===== src/rtl/rdv_pkg.sv =====
package rdv_pkg;
  // Outcome of one arrival, carried between decision and output stage
  typedef enum logic [1:0] {
    RDV_IDLE = 2'd0,
    RDV_HOLD = 2'd1,
    RDV_FREE = 2'd2
  } rdv_outcome_e;
endpackage


===== src/rtl/rdv_slot.sv =====
module rdv_slot #(
  parameter int NUM_WARPS = 4
) (
  input  logic                 clk,
  input  logic                 rst_n,
  input  logic                 load_i,
  input  logic                 clear_i,
  input  logic [NUM_WARPS-1:0] load_val_i,
  output logic [NUM_WARPS-1:0] mask_o
);
  always_ff @(posedge clk or negedge rst_n) begin
    if (!rst_n)       mask_o <= '0;
    else if (clear_i) mask_o <= '0;
    else if (load_i)  mask_o <= load_val_i;
  end


  slot_clear_chk: assert property (@(posedge clk) disable iff (!rst_n)
    clear_i |=> (mask_o == '0));

  slot_keep_chk: assert property (@(posedge clk) disable iff (!rst_n)
    load_i |=> ((mask_o & $past(load_val_i)) == $past(load_val_i)));

  slot_hold_chk: assert property (@(posedge clk) disable iff (!rst_n)
    (!load_i && !clear_i) |=> $stable(mask_o));
endmodule


===== src/rtl/rdv_decide.sv =====
module rdv_decide #(
  parameter int NUM_WARPS = 4,
  localparam int WARP_W   = (NUM_WARPS > 1) ? $clog2(NUM_WARPS) : 1,
  localparam int CNT_W    = $clog2(NUM_WARPS) + 1
) (
  input  logic [NUM_WARPS-1:0] cur_mask_i,
  input  logic [WARP_W-1:0]    warp_i,
  input  logic [CNT_W-1:0]     count_i,
  output logic [NUM_WARPS-1:0] merged_o,
  output logic                 met_o
);
  function automatic logic [CNT_W-1:0] pop_of(input logic [NUM_WARPS-1:0] m);
    logic [CNT_W-1:0] acc;
    acc = '0;
    for (int i = 0; i < NUM_WARPS; i++) acc = acc + CNT_W'(m[i]);
    return acc;
  endfunction

  logic [NUM_WARPS-1:0] warp_bit;
  logic [CNT_W-1:0]     arrived;

  always_comb begin
    warp_bit         = '0;
    warp_bit[warp_i] = 1'b1;
    merged_o         = cur_mask_i | warp_bit;
    arrived          = pop_of(merged_o);
    met_o            = (arrived >= count_i);
  end
endmodule


===== src/rtl/warp_rendezvous.sv =====
module warp_rendezvous #(
  parameter int NUM_BARRIERS = 4,
  parameter int NUM_WARPS    = 4,
  localparam int BAR_W  = (NUM_BARRIERS > 1) ? $clog2(NUM_BARRIERS) : 1,
  localparam int WARP_W = (NUM_WARPS > 1) ? $clog2(NUM_WARPS) : 1,
  localparam int CNT_W  = $clog2(NUM_WARPS) + 1
) (
  input  logic                 clk,
  input  logic                 rst_n,
  input  logic                 req_valid_i,
  input  logic [BAR_W-1:0]     req_bar_i,
  input  logic [CNT_W-1:0]     req_count_i,
  input  logic [WARP_W-1:0]    req_warp_i,
  output logic                 suspend_o,
  output logic [WARP_W-1:0]    suspend_warp_o,
  output logic [NUM_WARPS-1:0] release_o
);
  import rdv_pkg::*;

  logic [NUM_WARPS-1:0] slot_mask [NUM_BARRIERS];
  logic [NUM_WARPS-1:0] cur_mask;
  logic [NUM_WARPS-1:0] merged;
  logic                 met;
  rdv_outcome_e         outcome;

  assign cur_mask = slot_mask[req_bar_i];

  rdv_decide #(.NUM_WARPS(NUM_WARPS)) u_decide (
    .cur_mask_i (cur_mask),
    .warp_i     (req_warp_i),
    .count_i    (req_count_i),
    .merged_o   (merged),
    .met_o      (met)
  );

  always_comb begin
    if (!req_valid_i) outcome = RDV_IDLE;
    else if (met)     outcome = RDV_FREE;
    else              outcome = RDV_HOLD;
  end

  for (genvar g = 0; g < NUM_BARRIERS; g++) begin : g_slot
    logic hit;
    assign hit = req_valid_i && (req_bar_i == BAR_W'(g));
    rdv_slot #(.NUM_WARPS(NUM_WARPS)) u_slot (
      .clk        (clk),
      .rst_n      (rst_n),
      .load_i     (hit && (outcome == RDV_HOLD)),
      .clear_i    (hit && (outcome == RDV_FREE)),
      .load_val_i (merged),
      .mask_o     (slot_mask[g])
    );
  end

  always_ff @(posedge clk or negedge rst_n) begin
    if (!rst_n) begin
      suspend_o      <= 1'b0;
      suspend_warp_o <= '0;
      release_o      <= '0;
    end else begin
      suspend_o      <= (outcome == RDV_HOLD);
      suspend_warp_o <= req_warp_i;
      release_o      <= (outcome == RDV_FREE) ? merged : '0;
    end
  end


  excl_out_chk: assert property (@(posedge clk) disable iff (!rst_n)
    !(suspend_o && (release_o != '0)));

  idle_quiet_chk: assert property (@(posedge clk) disable iff (!rst_n)
    !req_valid_i |=> (!suspend_o && (release_o == '0)));

  wake_self_chk: assert property (@(posedge clk) disable iff (!rst_n)
    (release_o != '0) |-> release_o[$past(req_warp_i)]);

  hold_id_chk: assert property (@(posedge clk) disable iff (!rst_n)
    suspend_o |-> (suspend_warp_o == $past(req_warp_i)));

  small_count_chk: assert property (@(posedge clk) disable iff (!rst_n)
    (req_valid_i && (req_count_i <= CNT_W'(1))) |=> !suspend_o);
endmodule


===== config.mk =====
export PLATFORM = sky130hd
export DESIGN_NAME = warp_rendezvous
export DESIGN_NICKNAME = d
export VERILOG_FILES = /design/src/rtl/rdv_pkg.sv /design/src/rtl/rdv_slot.sv /design/src/rtl/rdv_decide.sv /design/src/rtl/warp_rendezvous.sv
export SDC_FILE = /design/constraint.sdc
export NUM_CORES = 1
export LEC_CHECK = 0
export BUFFER_PORTS_ARGS = -buffer_cell sky130_fd_sc_hd__buf_2
export CORE_MARGIN = 2
export CORE_UTILIZATION = 45
export CTS_CLUSTER_SIZE = 30
export DETAILED_ROUTE_END_ITERATION = 10
export HOLD_SLACK_MARGIN = 0.15
export PLACE_DENSITY = 0.71
export RECOVER_POWER = 25
export SETUP_SLACK_MARGIN = 0.5
export SLEW_MARGIN = 40
export SYNTH_ARGS = -nofsm -noshare
export SYNTH_HDL_FRONTEND = slang
export SYNTH_HIERARCHICAL = 1
export SYNTH_SLANG_ARGS = --single-unit
export TNS_END_PERCENT = 1

===== constraint.sdc =====
create_clock -name clk -period 3.4 [get_ports clk]
set_input_delay 0.68 -clock clk [delete_from_list [all_inputs] [get_ports clk]]
set_output_delay 0.68 -clock clk [all_outputs]
set_load 0.02 [all_outputs]

==> results.yml, run 1 <==
run_status:
  status: "complete, no violations"
clock_network:
  cts_inserted_buffers: 3
  hold_buffers: 0
  cts.reportedPaths.clkPinSlew_ns: 0.13
  clockBufferDepth: 2
  clock_latency_ns: 0.31
  cts_tree: "built"
  cts_sinks: 23
  htree_levels: 1
  cts_root_buf: "clkbuf_4"
pwr:
  seq_power_share_pct: 31.7
  clockPowerShare_pct: 9.7
  combPwrFrac_pct: 58.6
  p_leak_uw: 0.000709
  p_sw_share_pct: 38.6
  p_sw_uw: 516
  power.internal_uw: 821
  finalPower_uw: 1340
  ir_drop_v: 0.000569
  power.density_nw_per_um2: 876
critical_path:
  critPathCaptureType: "flop"
  worstSetupPathType: "primary input to flop"
  worstPathRequired_ns: 3.61
  critPathArrivalTime_ns: 3.40
  cp-start-kind: "primary input"
  cp_max_fo: 7
yosys:
  synth_ff_type: "dfrtp_1"
  syn_inst: 104
  ys_warn_count: 6
  synth.distinct_cells: 26
  synth_nets: 120
  synth_top_area_share_pct: 47.1
  synth_largest_area_cell: "dfrtp_1"
  syn_area_um2: 1220
  synthArstFlopShare_pct: 100
  yosysSeqAreaShare_pct: 47.1
  synth.area.top_cells: "dfrtp_1 (47%), mux2i_1 (13%), nor2_1 (5.5%)"
  synth.ff_latch_count: 23
  synth.avg_cell_area_um2: 11.8
  synth_edf_count: 0
detailed_routing:
  ant_nets: 0
  drc: 0
  routedWlPerCell_um: 15.3
  first_iter_violations: 15
  drt_first_pass_iters: 4
  totalWireLength_mm: 2.40
  vias: 848
  via_per_inst: 5.40
timing:
  min_period_ns: 3.19
  setup_viol: 0
  tns_ns: 0
  fin_worst_skew_ns: 0.00159
  max_freq_mhz: 313
  maxSlewHeadroom_pct: 22.8
  hold_viol_final: 0
  post-route-period-util_pct: 93.9
  rsz0062_at_grt: "true"
  tightest_slew_ns: 1.16
  drv_slew: 0
cells_and_area:
  final_area_um2: 1530
  diodes: 0
  layout.cells.non_filler: 157
  nNetsFinal: 144
  final_layout_size_suffix_gt1_share_pct: 41.7
  area_delta_synth_final_pct: 24.9
  n_fill_cell: 203
floorplanning:
  die_y_um: 56.1
  boundaryPins: 17
  die-area_um2: 3150
  start_util_pct: 48.5
  core-area_um2: 2520
  rows: 18
  die_width_um: 56.1
global_routing:
  overflow: 0
  grt.total_usage_pct: 16.3
  grt_antenna_before_repair: 0
  grt_max_degree: 24
  first_global_vias: 836
  grt_pass1_wl_mm: 4.04
min_path:
  hold_class: "flop to flop"
job:
  max_cap_violations: 0
placed_design:
  dp_hpwl_mm: 1.83
  place_inst: 151
  placed_area_um2: 1430
  gp_congestion: 0.801
  numPortBuffers: 16
logic make-up after synthesis:
group                      Yosys count  share of synthesized area (%)
buffers and inverters               15                           5.73
and+or+nand+nor                     34                           16.4
adders and majority gates            6                           6.76
muxes                               20                           21.1
AOI/OAI and AO/OA                    6                           2.97
DFF                                 23                           47.1
cell usage in the layout (no fill, tap or decap):
master,n
dfrtp_1,23
nor2_1,17
mux2i_1,16
buf_2,13
buf_4,10
inv_1,5
ha_4,5
and3_1,4
mux4_2,4
clkbuf_4,3
clkbuf_1,3
and4bb_2,2
and4b_1,2
inv_2,2
a21oi_4,2
nor2b_1,1
and4b_2,1
and4_2,1
nor4b_2,1
nor4bb_2,1
clkinvlp_4,1
buf_6,1
nor2_2,1
o21bai_1,1
a21o_2,1
a21oi_2,1
or2_1,1
nor2b_4,1
nand2_2,1
o21ai_4,1
fa_1,1
layout make-up:
| class | count | area (um2) | share of cell area (%) |
|---|---|---|---|
| clock buffers | 3 | 22.5 | 1.48 |
| repair buffers | 27 | 163 | 10.7 |
| multi-input cells | 66 | 694 | 45.5 |
| inverters | 7 | 26.3 | 1.72 |
| clock inverters | 1 | 7.51 | 0.492 |
| well taps | 30 | 37.5 | 2.46 |
| flip-flops and latches | 23 | 576 | 37.7 |
path summary, 6_finish.rpt:
kind	start	end	slack [ns]	cells after the start
setup reg to reg	g_slot[3].u_slot/mask_o[3]$_DFFE_PN0P_	g_slot[1].u_slot/mask_o[0]$_DFFE_PN0P_	0.28	13
min in group asynchronous	rst_n	g_slot[3].u_slot/mask_o[3]$_DFFE_PN0P_	0.57	1
hold / removal	g_slot[1].u_slot/mask_o[2]$_DFFE_PN0P_	g_slot[1].u_slot/mask_o[2]$_DFFE_PN0P_	0.54	2
setup / recovery	req_bar_i[0]	g_slot[1].u_slot/mask_o[0]$_DFFE_PN0P_	0.21	14
max in group asynchronous	rst_n	g_slot[0].u_slot/mask_o[0]$_DFFE_PN0P_	2.16	1
hold reg to reg	g_slot[1].u_slot/mask_o[2]$_DFFE_PN0P_	g_slot[1].u_slot/mask_o[2]$_DFFE_PN0P_	0.54	2
power groups by stage:
stage / Clock [uW] / Sequential [uW] / Combinational, uW
after global placement: 0 / 426 / 636
after CTS: 134 / 422 / 761
final: 130 / 424 / 783
after global routing: 147 / 434 / 864
after floorplan: 0 / 442 / 464
after detailed placement: 0 / 426 / 660
state kept, by name, summed over array words and instances, names as in the netlist:
| register | flops |
|---|---|
| suspend_o | 1 |
| release_o | 4 |
| suspend_warp_o | 2 |
| g_slot.u_slot/mask_o | 16 |
stage by stage:
stage	setup WS [ns]	util, %	hold slack [ns]
2_1_floorplan	-0.120	-	0.384
3_5_place_dp	-0.335	56.6	0.512
3_3_place_gp	-0.307	56.6	0.506
4_1_cts	0.231	59.7	0.328
6_report	0.208	60.5	0.540
5_1_grt	0.0716	60.5	0.553
repair_timing:
item                                    CTS  global route
endpoints found under the hold margin     0             0
pin swaps                                 6             0
buffers inserted                          1             1
cloned                                    0             0
resized for setup                        12             3
endpoints found under the setup margin   21            20
worst max-delay path, stage by stage:
cell and delay [ns]:
buf_6 0.09, mux4_2 0.53, a21oi_4 0.15, fa_1 0.44, inv_2 0.08, ha_4 0.12
ha_4 0.12, ha_4 0.20, a21oi_4 0.16, o21ai_4 0.10, nor4bb_2 0.27, buf_4 0.19
mux2i_1 0.19, nor2_1 0.06
synthesized netlist by cell type, types with 2 or more instances:
cell type / instances
a21oi_1: 3
mux4_2: 2
nor2_1: 18
and4bb_2: 2
and4b_1: 2
dfrtp_1: 23
mux4_1: 2
nor2b_1: 2
inv_1: 7
clkbuf_1: 2
and3_1: 4
ha_1: 5
mux2i_1: 16
clkbuf_2: 4
metal layers:
layer	global-route usage [%]	vias up	part of all wire (%)
met5	0	-	0
li1	-	406	-
met3	2.09	2	3.3
met1	23.0	421	47
met4	5.10	0	0.38
met2	26.2	19	49
Note: power is estimated with default switching activity, not from simulation.
==> run 2: changes to the inputs <==
SETUP_SLACK_MARGIN = 0.1   (was 0.5)
==> results.yml, run 2 (synthesized netlist as in run 1, its figures left out) <==
timing:
  rsz0062_at_grt: "true"
  layout_setup_ws_ns: 0.156
  hold_viol_final: 0
  min_period_ns: 3.24
  fin_worst_skew_ns: 0.00326
  post-route-period-util_pct: 95.4
  drv_slew: 0
  max_freq_mhz: 308
  maxSlewHeadroom_pct: 21.6
  tightest_slew_ns: 1.18
  setup_viol: 0
detailed_routing:
  vias: 838
  drc: 0
  totalWireLength_mm: 2.39
  first_iter_violations: 9
  drt_first_pass_iters: 4
  routedWlPerCell_um: 15.2
  ant_nets: 0
  via_per_inst: 5.34
placed_design:
  gp_congestion: 0.801
  place_inst: 151
  dpl_worst_slack_ns: -0.335
  placed_area_um2: 1430
  dp_hpwl_mm: 1.83
  numPortBuffers: 16
clock_network:
  clockBufferDepth: 2
  cts_root_buf: "clkbuf_4"
  hold_buffers: 0
  cts.reportedPaths.clkPinSlew_ns: 0.13
  htree_levels: 1
  cts_tree: "built"
  clock_latency_ns: 0.31
  cts_inserted_buffers: 3
  cts_sinks: 23
floorplanning:
  die-area_um2: 3150
  die_y_um: 56.1
  die_width_um: 56.1
  start_util_pct: 48.5
  rows: 18
  boundaryPins: 17
  core-area_um2: 2520
pwr:
  ir_drop_v: 0.000559
  p_sw_share_pct: 38.4
  combPwrFrac_pct: 57.8
  power.density_nw_per_um2: 866
  seq_power_share_pct: 32.3
  p_sw_uw: 503
  p_leak_uw: 0.000709
  clockPowerShare_pct: 9.9
  power.internal_uw: 809
cells_and_area:
  diodes: 0
  biggestRegsByFlops: "g_slot.u_slot/mask_o (16), release_o (4), suspend_warp_o (2)"
  seq_area_um2: 576
  final_area_um2: 1520
  nNetsFinal: 144
  final_layout_size_suffix_gt1_share_pct: 40.9
  final_util_pct: 60.1
  multi_input_area_um2: 684
  largest_reg_flops: 16
  n_fill_cell: 204
  layout.cells.non_filler: 157
  area_delta_synth_final_pct: 24.1
  final_cell_mix: "dfrtp_1 (23), nor2_1 (17), mux2i_1 (16)"
  layout_commonest_cell: "dfrtp_1"
  regMostFlops: "g_slot.u_slot/mask_o"
critical_path:
  worstPathRequired_ns: 3.62
  critPathArrivalTime_ns: 3.46
  critPathCaptureType: "flop"
  worstSetupPathType: "primary input to flop"
  cp_max_fo: 7
  cp-start-kind: "primary input"
global_routing:
  grt_pass1_wl_mm: 4.02
  grt.total_usage_pct: 16.2
  overflow: 0
  grt_antenna_before_repair: 0
  grt_max_degree: 24
  first_global_vias: 829
job:
  max_cap_violations: 0
min_path:
  hold_class: "flop to flop"
run_status:
  status: "complete, no violations"
## run 2: cell counts in the layout (fill, tap and decap cells not counted)
No cell type changed its count.
## run 2: layout make-up
class / instances / share of cell area, %
clock buffer: 3 / 1.49
clock inverter: 1 / 0.495
inverter: 7 / 1.73
multi-input combinational: 66 / 45.1
sequential: 23 / 38.0
tap: 30 / 2.48
timing repair buffer: 27 / 10.7
## run 2: through the flow
step	total power [uW]	hold WS [ns]	TNS (ns)
after CTS	1270	0.328	0
after global placement	1060	0.506	-4.27
after floorplan	907	0.384	-0.465
after global routing	1420	0.553	0
final	1310	0.539	0
after detailed placement	1090	0.512	-4.91
## run 2: metal layers
| layer | routed length (um) | GRT usage (%) | share of wire (%) | vias to the layer above |
|---|---|---|---|---|
| met5 | 0 | 0 | 0 | - |
| met4 | 10 | 5.10 | 0.42 | 0 |
| met3 | 70 | 2.09 | 2.9 | 2 |
| met2 | 1180 | 25.9 | 49 | 17 |
| met1 | 1130 | 23.0 | 47 | 414 |
| li1 | - | - | - | 405 |
## run 2: path summary, 6_finish.rpt
kind / from / to / slack (ns) / cells after the start
worst max-delay path: req_bar_i[0] / g_slot[1].u_slot/mask_o[0]$_DFFE_PN0P_ / 0.16 / 14
worst min-delay path: g_slot[1].u_slot/mask_o[2]$_DFFE_PN0P_ / g_slot[1].u_slot/mask_o[2]$_DFFE_PN0P_ / 0.54 / 2
worst max register to register: g_slot[3].u_slot/mask_o[3]$_DFFE_PN0P_ / g_slot[1].u_slot/mask_o[0]$_DFFE_PN0P_ / 0.23 / 13
worst min register to register: g_slot[1].u_slot/mask_o[2]$_DFFE_PN0P_ / g_slot[1].u_slot/mask_o[2]$_DFFE_PN0P_ / 0.54 / 2
min in group asynchronous: rst_n / g_slot[1].u_slot/mask_o[3]$_DFFE_PN0P_ / 0.57 / 1
max in group asynchronous: rst_n / suspend_o$_DFF_PN0_ / 2.14 / 1
## run 2: power groups by stage
stage                     combinational [uW]  clock (uW)  sequential (uW)
after CTS                                711         134              422
after detailed placement                 660           0              426
final                                    759         130              424
after global routing                     839         147              434
after global placement                   636           0              426
after floorplan                          464           0              442
## run 2: worst max-delay path, cell delays in order
cell	delay, ns
buf_6	0.09
mux4_2	0.53
a21oi_4	0.15
fa_1	0.42
inv_1	0.07
ha_2	0.18
ha_4	0.13
ha_4	0.20
a21oi_4	0.16
o21ai_4	0.10
nor4bb_2	0.29
buf_4	0.19
mux2i_1	0.19
nor2_1	0.06
## run 2: what timing repair did
item	CTS	global route
pin swaps	1	5
resized for setup	7	6
gates cloned	0	0
setup endpoints to repair	16	16
buffers inserted	1	1
